==> src/rtl/cmp_timer_pkg.sv <==
package cmp_timer_pkg;
  localparam int unsigned BUS_W   = 32;
  localparam int unsigned PRESC_W = 12;
  localparam int unsigned NFLAG   = 6;
  localparam int unsigned NCMP    = 3;
  localparam int unsigned NREG    = 10;

  localparam int unsigned IDX_CTRL  = 0;
  localparam int unsigned IDX_PRESC = 1;
  localparam int unsigned IDX_STAT  = 2;
  localparam int unsigned IDX_IEN   = 3;
  localparam int unsigned IDX_CMP1  = 4;
  localparam int unsigned IDX_CNT   = 9;

  localparam int unsigned CB_EN    = 0;
  localparam int unsigned CB_ENMOD = 1;
  localparam int unsigned CB_SRC   = 6;
  localparam int unsigned CB_FREE  = 9;
  localparam int unsigned CB_SWR   = 15;

  localparam int unsigned FL_ROV = 5;

  localparam logic [BUS_W-1:0] CTRL_RO_MASK   = 32'h0000_7C14;
  localparam logic [BUS_W-1:0] CTRL_KEEP_MASK = 32'h0003_01EB;

  typedef struct packed {
    logic       en;
    logic       free;
    logic [2:0] src;
  } ctrl_view_t;
endpackage

==> src/rtl/cmp_timer_tick.sv <==
module cmp_timer_tick #(
  parameter int unsigned NSRC    = 4,
  parameter int unsigned PRESC_W = 12
) (
  input  logic               clk_i,
  input  logic               rst_ni,
  input  logic               run_i,
  input  logic [2:0]         sel_i,
  input  logic [NSRC-1:0]    src_tick_i,
  input  logic [PRESC_W-1:0] presc_i,
  input  logic               clr_i,
  output logic               step_o
);
  logic               src;
  logic               active;
  logic [PRESC_W-1:0] div_q;

  // codes 1..NSRC map to tick bits 0..NSRC-1, anything else is silent
  always_comb begin
    src = 1'b0;
    for (int i = 0; i < int'(NSRC); i++) begin
      if (sel_i == 3'(i + 1)) src = src_tick_i[i];
    end
  end

  assign active = run_i && src;
  // >= keeps the divider sane when the prescaler shrinks mid-count
  assign step_o = active && (div_q >= presc_i);

  always_ff @(posedge clk_i or negedge rst_ni) begin
    if (!rst_ni)     div_q <= '0;
    else if (clr_i)  div_q <= '0;
    else if (active) div_q <= step_o ? '0 : div_q + 1'b1;
  end
endmodule

==> src/rtl/cmp_timer_count.sv <==
module cmp_timer_count #(
  parameter int unsigned CNT_W = 32,
  parameter int unsigned NCMP  = 3
) (
  input  logic                       clk_i,
  input  logic                       rst_ni,
  input  logic                       step_i,
  input  logic                       restart_i,
  input  logic                       free_i,
  input  logic [NCMP-1:0][CNT_W-1:0] cmp_i,
  output logic [CNT_W-1:0]           cnt_o,
  output logic [NCMP-1:0]            match_o,
  output logic                       wrap_o
);
  logic [CNT_W-1:0] cnt_q;
  logic [CNT_W-1:0] cnt_nxt;
  logic             adv;

  assign adv     = step_i && !restart_i;
  assign cnt_nxt = (!free_i && cnt_q == cmp_i[0]) ? '0 : cnt_q + 1'b1;

  for (genvar k = 0; k < NCMP; k++) begin : g_match
    assign match_o[k] = adv && (cnt_nxt == cmp_i[k]);
  end

  assign wrap_o = adv && (&cnt_q);

  always_ff @(posedge clk_i or negedge rst_ni) begin
    if (!rst_ni)        cnt_q <= '0;
    else if (restart_i) cnt_q <= '0;
    else if (step_i)    cnt_q <= cnt_nxt;
  end

  assign cnt_o = cnt_q;
endmodule

==> src/rtl/cmp_timer_regs.sv <==
module cmp_timer_regs
  import cmp_timer_pkg::*;
#(
  parameter int unsigned CNT_W  = 32,
  parameter int unsigned ADDR_W = 4
) (
  input  logic                       clk_i,
  input  logic                       rst_ni,
  input  logic [ADDR_W-1:0]          addr_i,
  input  logic                       wr_en_i,
  input  logic [BUS_W-1:0]           wdata_i,
  input  logic [NFLAG-1:0]           flag_set_i,
  input  logic [CNT_W-1:0]           cnt_i,
  output ctrl_view_t                 cfg_o,
  output logic [BUS_W-1:0]           ctrl_o,
  output logic [PRESC_W-1:0]         presc_o,
  output logic [NFLAG-1:0]           status_o,
  output logic [NFLAG-1:0]           ier_o,
  output logic [NCMP-1:0][CNT_W-1:0] cmp_o,
  output logic                       restart_o,
  output logic [BUS_W-1:0]           rdata_o
);
  logic [NREG-1:0]    wr_sel;
  logic [BUS_W-1:0]   ctrl_q;
  logic [BUS_W-1:0]   ctrl_wr;
  logic [PRESC_W-1:0] presc_q;
  logic [NFLAG-1:0]   stat_q;
  logic [NFLAG-1:0]   stat_clr;
  logic [NFLAG-1:0]   ier_q;
  logic [CNT_W-1:0]   cmp_q [NCMP];
  logic               swr;
  logic               en_rise_zero;
  logic               cmp1_zero;

  for (genvar i = 0; i < NREG; i++) begin : g_sel
    assign wr_sel[i] = wr_en_i && (addr_i == ADDR_W'(i));
  end

  assign ctrl_wr = wdata_i & ~CTRL_RO_MASK;
  assign swr     = wr_sel[IDX_CTRL] && wdata_i[CB_SWR];

  always_ff @(posedge clk_i or negedge rst_ni) begin
    if (!rst_ni)                ctrl_q <= '0;
    else if (wr_sel[IDX_CTRL])  ctrl_q <= swr ? (ctrl_wr & CTRL_KEEP_MASK) : ctrl_wr;
  end

  always_ff @(posedge clk_i or negedge rst_ni) begin
    if (!rst_ni)                presc_q <= '0;
    else if (swr)               presc_q <= '0;
    else if (wr_sel[IDX_PRESC]) presc_q <= wdata_i[PRESC_W-1:0];
  end

  assign stat_clr = wr_sel[IDX_STAT] ? wdata_i[NFLAG-1:0] : '0;

  // a new flag wins over a clear in the same cycle
  always_ff @(posedge clk_i or negedge rst_ni) begin
    if (!rst_ni)   stat_q <= '0;
    else if (swr)  stat_q <= '0;
    else           stat_q <= (stat_q & ~stat_clr) | flag_set_i;
  end

  always_ff @(posedge clk_i or negedge rst_ni) begin
    if (!rst_ni)              ier_q <= '0;
    else if (swr)             ier_q <= '0;
    else if (wr_sel[IDX_IEN]) ier_q <= wdata_i[NFLAG-1:0];
  end

  for (genvar k = 0; k < NCMP; k++) begin : g_cmp
    always_ff @(posedge clk_i or negedge rst_ni) begin
      if (!rst_ni)                   cmp_q[k] <= '1;
      else if (swr)                  cmp_q[k] <= '1;
      else if (wr_sel[IDX_CMP1 + k]) cmp_q[k] <= wdata_i[CNT_W-1:0];
    end
    assign cmp_o[k] = cmp_q[k];
  end

  assign en_rise_zero = wr_sel[IDX_CTRL] && !ctrl_q[CB_EN]
                        && wdata_i[CB_EN] && wdata_i[CB_ENMOD];
  assign cmp1_zero    = wr_sel[IDX_CMP1] && !ctrl_q[CB_FREE];
  assign restart_o    = swr || en_rise_zero || cmp1_zero;

  always_comb begin
    rdata_o = '0;
    if (addr_i == ADDR_W'(IDX_CTRL))  rdata_o = ctrl_q;
    if (addr_i == ADDR_W'(IDX_PRESC)) rdata_o = BUS_W'(presc_q);
    if (addr_i == ADDR_W'(IDX_STAT))  rdata_o = BUS_W'(stat_q);
    if (addr_i == ADDR_W'(IDX_IEN))   rdata_o = BUS_W'(ier_q);
    for (int k = 0; k < int'(NCMP); k++) begin
      if (addr_i == ADDR_W'(int'(IDX_CMP1) + k)) rdata_o = BUS_W'(cmp_q[k]);
    end
    if (addr_i == ADDR_W'(IDX_CNT))   rdata_o = BUS_W'(cnt_i);
  end

  assign cfg_o.en   = ctrl_q[CB_EN];
  assign cfg_o.free = ctrl_q[CB_FREE];
  assign cfg_o.src  = ctrl_q[CB_SRC +: 3];
  assign ctrl_o     = ctrl_q;
  assign presc_o    = presc_q;
  assign status_o   = stat_q;
  assign ier_o      = ier_q;
endmodule

==> src/rtl/cmp_timer.sv <==
module cmp_timer
  import cmp_timer_pkg::*;
#(
  parameter int unsigned CNT_W  = 32,
  parameter int unsigned ADDR_W = 4,
  parameter int unsigned NSRC   = 4
) (
  input  logic              clk_i,
  input  logic              rst_ni,
  input  logic [ADDR_W-1:0] addr_i,
  input  logic              wr_en_i,
  input  logic [31:0]       wdata_i,
  input  logic [NSRC-1:0]   src_tick_i,
  output logic [31:0]       rdata_o,
  output logic              irq_o
);
  ctrl_view_t                 cfg;
  logic [BUS_W-1:0]           ctrl;
  logic [PRESC_W-1:0]         presc;
  logic [NFLAG-1:0]           status;
  logic [NFLAG-1:0]           ier;
  logic [NFLAG-1:0]           flag_set;
  logic [NCMP-1:0][CNT_W-1:0] cmp;
  logic [NCMP-1:0]            match;
  logic [CNT_W-1:0]           cnt;
  logic                       wrap;
  logic                       step;
  logic                       restart;

  cmp_timer_regs #(.CNT_W(CNT_W), .ADDR_W(ADDR_W)) i_regs (
    .clk_i, .rst_ni, .addr_i, .wr_en_i, .wdata_i,
    .flag_set_i(flag_set), .cnt_i(cnt), .cfg_o(cfg), .ctrl_o(ctrl),
    .presc_o(presc), .status_o(status), .ier_o(ier), .cmp_o(cmp),
    .restart_o(restart), .rdata_o
  );

  cmp_timer_tick #(.NSRC(NSRC), .PRESC_W(PRESC_W)) i_tick (
    .clk_i, .rst_ni, .run_i(cfg.en), .sel_i(cfg.src), .src_tick_i,
    .presc_i(presc), .clr_i(restart), .step_o(step)
  );

  cmp_timer_count #(.CNT_W(CNT_W), .NCMP(NCMP)) i_count (
    .clk_i, .rst_ni, .step_i(step), .restart_i(restart), .free_i(cfg.free),
    .cmp_i(cmp), .cnt_o(cnt), .match_o(match), .wrap_o(wrap)
  );

  // capture flags (bits 4:3) never fire
  assign flag_set = {wrap, 2'b00, match};
  assign irq_o    = cfg.en && |(status & ier);
endmodule

==> config.mk <==
export PLATFORM = sky130hd
export DESIGN_NAME = cmp_timer
export DESIGN_NICKNAME = d
export VERILOG_FILES = /design/src/rtl/cmp_timer_pkg.sv /design/src/rtl/cmp_timer_tick.sv /design/src/rtl/cmp_timer_count.sv /design/src/rtl/cmp_timer_regs.sv /design/src/rtl/cmp_timer.sv
export SDC_FILE = /design/constraint.sdc
export NUM_CORES = 1
export LEC_CHECK = 0
export ABC_AREA = 1
export CORE_UTILIZATION = 44
export DETAILED_ROUTE_END_ITERATION = 7
export PLACE_DENSITY = 0.72
export SYNTH_ARGS = -nofsm -noshare
export SYNTH_HDL_FRONTEND = slang
export SYNTH_SLANG_ARGS = --single-unit
==> constraint.sdc <==
create_clock -name clk_i -period 4.7 [get_ports clk_i]
set_clock_uncertainty 0.05 [all_clocks]
set_input_delay 0.705 -clock clk_i [delete_from_list [all_inputs] [get_ports clk_i]]
set_output_delay 0.705 -clock clk_i [all_outputs]
set_load 0.05 [all_outputs]
==> results of run 1 <==
## logic make-up after synthesis
logic type / synth area share [%]
AOI/OAI and AO/OA: 14.6
and+or+nand+nor: 30.4
xor gates and xnor gates: 2.89
DFF: 40.2
buffers and inverters: 10.4
adders and majority gates: 1.45
## critical path, cell delays in order
cell and delay (ps):
clkdlybuf4s50_1 450, nor2_2 300, inv_1 100, nor2_1 450
inv_1 290, o211ai_1 330, nor4_1 80, o221ai_1 190
buf_12 210
## final cells by class
cell class              instances  share of cell area (%)
flip-flops and latches        189                    34.5
repair buffers                 95                    8.90
inverters                     249                    6.66
clock inverters                14                    1.05
clock buffers                  18                    3.13
multi-input cells            1235                    42.7
well taps                     341                    3.04
## Yosys cell counts
| library cell | count | area, sq um |
|---|---|---|
| inv_1 | 239 | 897 |
| and2_1 | 2 | 12.5 |
| o21ai_1 | 3 | 15.0 |
| nor2_1 | 105 | 394 |
| nor3b_1 | 1 | 7.51 |
| o221ai_1 | 16 | 140 |
| nand2_1 | 541 | 2030 |
| a31oi_1 | 3 | 18.8 |
| xnor2_1 | 9 | 78.8 |
| o22ai_1 | 55 | 344 |
| dfrtp_1 | 93 | 2330 |
| nor2_2 | 8 | 50.1 |
| a211oi_1 | 2 | 15.0 |
| inv_2 | 7 | 26.3 |
| buf_6 | 8 | 90.1 |
| nand2_2 | 6 | 37.5 |
| a41oi_1 | 1 | 8.76 |
| o2111ai_1 | 3 | 26.3 |
| nor3_2 | 2 | 20.0 |
| nor4_1 | 4 | 25.0 |
| nor3_4 | 1 | 16.3 |
| clkbuf_1 | 53 | 199 |
| nand3_1 | 148 | 741 |
| or2_2 | 20 | 125 |
| nand4_1 | 17 | 106 |
| clkbuf_2 | 1 | 5.00 |
| nor2_4 | 2 | 22.5 |
| dfstp_2 | 96 | 2520 |
| clkinv_1 | 3 | 11.3 |
| nand3_2 | 1 | 10.0 |
| o211ai_1 | 20 | 150 |
| buf_2 | 4 | 20.0 |
| nor3_1 | 14 | 70.1 |
| a21oi_1 | 44 | 220 |
| ha_1 | 14 | 175 |
| o21bai_1 | 1 | 7.51 |
| xor2_1 | 27 | 236 |
| xor2_2 | 2 | 32.5 |
| buf_1 | 1 | 3.75 |
| o21ai_0 | 163 | 816 |
## registers in the layout, indices dropped and copies added, names as in the netlist
name / cells
i_regs.cmp_o: 96
i_tick.div_q: 12
i_count.cnt_o: 32
i_regs.ier_o: 6
i_regs.status_o: 6
i_regs.ctrl_o: 25
i_regs.presc_o: 12
## routing by layer
metal	vias up	wire length [um]	GRT usage, %
li1	5720	-	-
met1	5725	17400	40.1
met2	559	18900	48.1
met3	99	3220	4.30
met4	0	1640	12.7
met5	-	0	0
## through the flow
step / util, % / power [mW] / cell area, sq um / hold WS (ps) / worst slack, ps
2_1_floorplan: - / 3.63 / 12100 / 359 / 1210
3_3_place_gp: 49.9 / 4.38 / 13500 / 402 / 871
3_5_place_dp: 49.9 / 4.42 / 13500 / 424 / 862
4_1_cts: 52.1 / 5.91 / 14000 / 425 / 833
5_1_grt: 52.1 / 6.27 / 14000 / 467 / 620
6_report: 52.1 / 5.94 / 14000 / 378 / 823
## worst paths after layout
kind	cells past startpoint	startpoint	slack [ps]	endpoint
worst max-delay path	9	addr_i[3]	820	rdata_o[3]
worst min-delay path	1	rst_ni	380	i_regs.ctrl_o[25]
worst max register to register	19	i_regs.cmp_o[13]	1310	i_regs.status_o[2]
worst min register to register	2	i_regs.presc_o[3]	440	i_regs.presc_o[3]
max in group asynchronous	2	rst_ni	3250	i_regs.cmp_o[75]
min in group clk_i	2	i_regs.presc_o[3]	440	i_regs.presc_o[3]
## power groups by stage
| stage | sequential (mW) | combinational [mW] | clock, mW |
|---|---|---|---|
| detailed placement | 2.48 | 1.94 | 0 |
| global placement | 2.47 | 1.91 | 0 |
| finish | 2.47 | 1.97 | 1.50 |
| global route | 2.51 | 2.19 | 1.57 |
| floorplan | 2.37 | 1.27 | 0 |
| CTS | 2.46 | 1.95 | 1.51 |
==> impl_metrics.env, run 1 <==
export IMPL_crit_path_end_kind="primary output"
export IMPL_leakagePower_nw=6.44
export IMPL_path_class="input pin to primary output"
export IMPL_drtIter0Drc=1445
export IMPL_overflow=0
export IMPL_io_pin_count=76
export IMPL_via_count=12100
export IMPL_gp_congestion=0.981
export IMPL_grt_pass1_vias=11600
export IMPL_drv_slew=0
export IMPL_multi_input_comb_area_sq_um=5990
export IMPL_worstSetupStartpointType="input pin"
export IMPL_nets=1844
export IMPL_crit_required_ps=3940
export IMPL_syn_cell_area_sq_um=12100
export IMPL_dieArea_sq_um=28100
export IMPL_syn_to_final_growth_pct=16.5
export IMPL_numPlacedInstances=2109
export IMPL_grt_max_degree=125
export IMPL_h_tree_depth=4
export IMPL_cts_root_buf="clkbuf_16"
export IMPL_cts_hold_buf=0
export IMPL_relSlewSlack_pct=30.8
export IMPL_fp_row_count=60
export IMPL_tns_ps=0
export IMPL_ys_ff_latch=189
export IMPL_final_cell_count_no_fill=2141
export IMPL_ant_nets=0
export IMPL_final_common_cell="nand2_1"
export IMPL_drive_gt1_share_pct=13.0
export IMPL_clock_sink_count=189
export IMPL_layout_area_seq_sq_um=4850
export IMPL_cp_data_arrival_time_ps=3120
export IMPL_io_buffers=75
export IMPL_hpwl_um=30500
export IMPL_post_cts_buffers=0
export IMPL_hold_viol=0
export IMPL_maxCapViolCount=0
export IMPL_synth_seq_area_share_pct=40.2
export IMPL_start_util_pct=44.7
export IMPL_synth_cell_types=40
export IMPL_rsz0062_at_grt="no"
export IMPL_n_antenna_cell=0
export IMPL_routed_via_density=5.65
export IMPL_switching_share_pct=39.5
export IMPL_timing_fmax_ghz=0.258
export IMPL_finalCritPeriodShare_pct=82.5
export IMPL_drc=0
export IMPL_switching_power_mw=2.35
export IMPL_p_comb_share_pct=33.1
export IMPL_clockBufferDepth=2
export IMPL_power_frac_seq_pct=41.6
export IMPL_synth_fp_nets=1797
export IMPL_p_int_mw=3.59
export IMPL_grt_pass1_wl_um=64700
export IMPL_ctsResizeCount=0
export IMPL_fp_coreArea_sq_um=27000
export IMPL_yosys_warnings=0
export IMPL_setup_violations_final=0
export IMPL_postSynthCellCount=1740
export IMPL_fin_crit_ps=3880
export IMPL_clkTransAtPathRegs_ps=80
export IMPL_clk_latency_ps=450
export IMPL_worstMarginPinSlew_ps=1040
export IMPL_cts_tree="done"
export IMPL_fillCellCount=2632
export IMPL_syn_area_per_cell_sq_um=6.93
export IMPL_routed_wirelength_um=41100
export IMPL_power_density_nw_per_um2=423
export IMPL_hold_path_class="input pin to async pin"
export IMPL_dieWidth_um=168
export IMPL_peakVddDrop_uv=244
export IMPL_grt_total_usage_pct=29.9
export IMPL_critPathMaxFanout=8
export IMPL_power_frac_clock_pct=25.3
export IMPL_numCtsBuffers=17
export IMPL_antenna_found_initial=0
export IMPL_status="complete, no violations"
export IMPL_die_h_um=168
export IMPL_first_pass_iters=6
export IMPL_avgRoutedWirePerCell_um=19.2
export IMPL_mostFrequentLayoutCells="nand2_1 (541), inv_1 (239), o21ai_0 (163), nand3_1 (147), nor2_1 (104)"
No activity file was read; power rests on OpenSTA's default activity.
==> run 2, diff against run 1 <==
Clock period 4.7 ns to 3.73 ns, I/O delays scaled along.
==> impl_metrics.env, run 2 (synthesized netlist as in run 1, its figures left out) <==
export IMPL_cts_tree="done"
export IMPL_post_route_util_pct=52.5
export IMPL_setup_violations_final=0
export IMPL_post_cts_buffers=0
export IMPL_grt_total_usage_pct=30.2
export IMPL_avgRoutedWirePerCell_um=19.2
export IMPL_numCtsBuffers=17
export IMPL_largest_reg_flops=96
export IMPL_tns_ps=0
export IMPL_timing_fmax_ghz=0.292
export IMPL_hold_viol=0
export IMPL_antenna_found_initial=0
export IMPL_drtIter0Drc=1332
export IMPL_path_class="input pin to primary output"
export IMPL_dieWidth_um=168
export IMPL_io_pin_count=76
export IMPL_drc=0
export IMPL_power_mw=7.51
export IMPL_n_antenna_cell=0
export IMPL_worstSetupStartpointType="input pin"
export IMPL_relSlewSlack_pct=32.4
export IMPL_ant_nets=0
export IMPL_preCtsSetupSlack_ps=373
export IMPL_start_util_pct=44.7
export IMPL_peakVddDrop_uv=335
export IMPL_clk_latency_ps=460
export IMPL_status="complete, no violations"
export IMPL_placed_area_sq_um=13500
export IMPL_die_h_um=168
export IMPL_power_density_nw_per_um2=530
export IMPL_hold_path_class="input pin to async pin"
export IMPL_maxCapViolCount=0
export IMPL_clock_sink_count=189
export IMPL_hold_ws_ps=97.8
export IMPL_finalWorstSetupSlack_ps=302
export IMPL_syn_to_final_growth_pct=17.4
export IMPL_numPlacedInstances=2117
export IMPL_mostFrequentLayoutCells="nand2_1 (541), inv_1 (239), o21ai_0 (163), nand3_1 (147), nor2_1 (104)"
export IMPL_crit_required_ps=3120
export IMPL_drive_gt1_share_pct=13.4
export IMPL_clockBufferDepth=2
export IMPL_critPathMaxFanout=8
export IMPL_fp_row_count=60
export IMPL_hpwl_um=30900
export IMPL_reg2reg_from="i_regs.cmp_o[29]"
export IMPL_fin_crit_ps=3430
export IMPL_leakagePower_nw=6.50
export IMPL_crit_path_end_kind="primary output"
export IMPL_grt_pass1_vias=11600
export IMPL_first_pass_iters=6
export IMPL_fp_coreArea_sq_um=27000
export IMPL_cp_data_arrival_time_ps=2820
export IMPL_final_cell_count_no_fill=2149
export IMPL_nets=1852
export IMPL_via_count=12300
export IMPL_overflow=0
export IMPL_final_common_cell="nand2_1"
export IMPL_routed_wirelength_um=41300
export IMPL_grt_pass1_wl_um=65100
export IMPL_crit_path_start="addr_i[3]"
export IMPL_final_area_sq_um=14100
export IMPL_h_tree_depth=4
export IMPL_worstMarginPinSlew_ps=1010
export IMPL_routed_via_density=5.74
export IMPL_rsz0062_at_grt="no"
export IMPL_dieArea_sq_um=28100
export IMPL_grt_max_degree=83
export IMPL_ctsResizeCount=0
export IMPL_io_buffers=75
export IMPL_drv_slew=0
export IMPL_gp_congestion=1.00
export IMPL_cts_hold_buf=0
export IMPL_cts_root_buf="clkbuf_16"
export IMPL_finalCritPeriodShare_pct=91.9
export IMPL_clkTransAtPathRegs_ps=80
==> run 2: cell types whose count changed in the layout (fill, tap and decap cells not counted), moves of 2 or more <==
| cell | delta |
|---|---|
| clkinv_8 | +2 |
| buf_12 | +3 |
| inv_6 | -2 |
| buf_4 | +5 |
| inv_8 | +2 |
==> run 2: where the power goes <==
part           switching (mW)  internal (mW)  leakage (nW)
clock                   0.959          0.962         0.290
sequential              0.397           2.71          2.23
combinational            1.63          0.854          3.98
==> run 2: worst max-delay path, stage by stage <==
cell             delay [ps]
clkdlybuf4s50_1         450
nor2_2                  320
inv_1                   110
nor2_1                  140
inv_1                    70
nor2_1                  210
inv_1                   130
o21ai_0                 160
o21ai_0                 100
a21oi_1                 130
o221ai_1                200
buf_12                  220
==> run 2: metal layers <==
| metal | part of all wire [%] | GRT usage (%) |
|---|---|---|
| met5 | 0 | 0 |
| met2 | 45 | 46.7 |
| met3 | 8.5 | 5.70 |
| met4 | 4.8 | 14.6 |
| met1 | 42 | 40.7 |
==> run 2: final cells by class <==
class / count / area [sq um]
Clock inverter: 15 / 174
Tap cell: 341 / 427
Multi-Input combinational cell: 1235 / 5990
Fill cell: 2571 / 12800
Sequential cell: 189 / 4850
Inverter: 249 / 935
Clock buffer: 17 / 425
Timing Repair Buffer: 103 / 1350
==> run 2: final timing paths <==
kind / end / slack [ps] / depth (start not counted)
setup / recovery: rdata_o[2] / 300 / 12
hold reg to reg: i_regs.ctrl_o[15] / 440 / 2
max in group asynchronous: i_regs.cmp_o[66] / 2560 / 2
hold / removal: i_regs.ctrl_o[21] / 100 / 1
min in group clk_i: i_regs.ctrl_o[15] / 440 / 2
setup reg to reg: i_regs.status_o[1] / 480 / 17
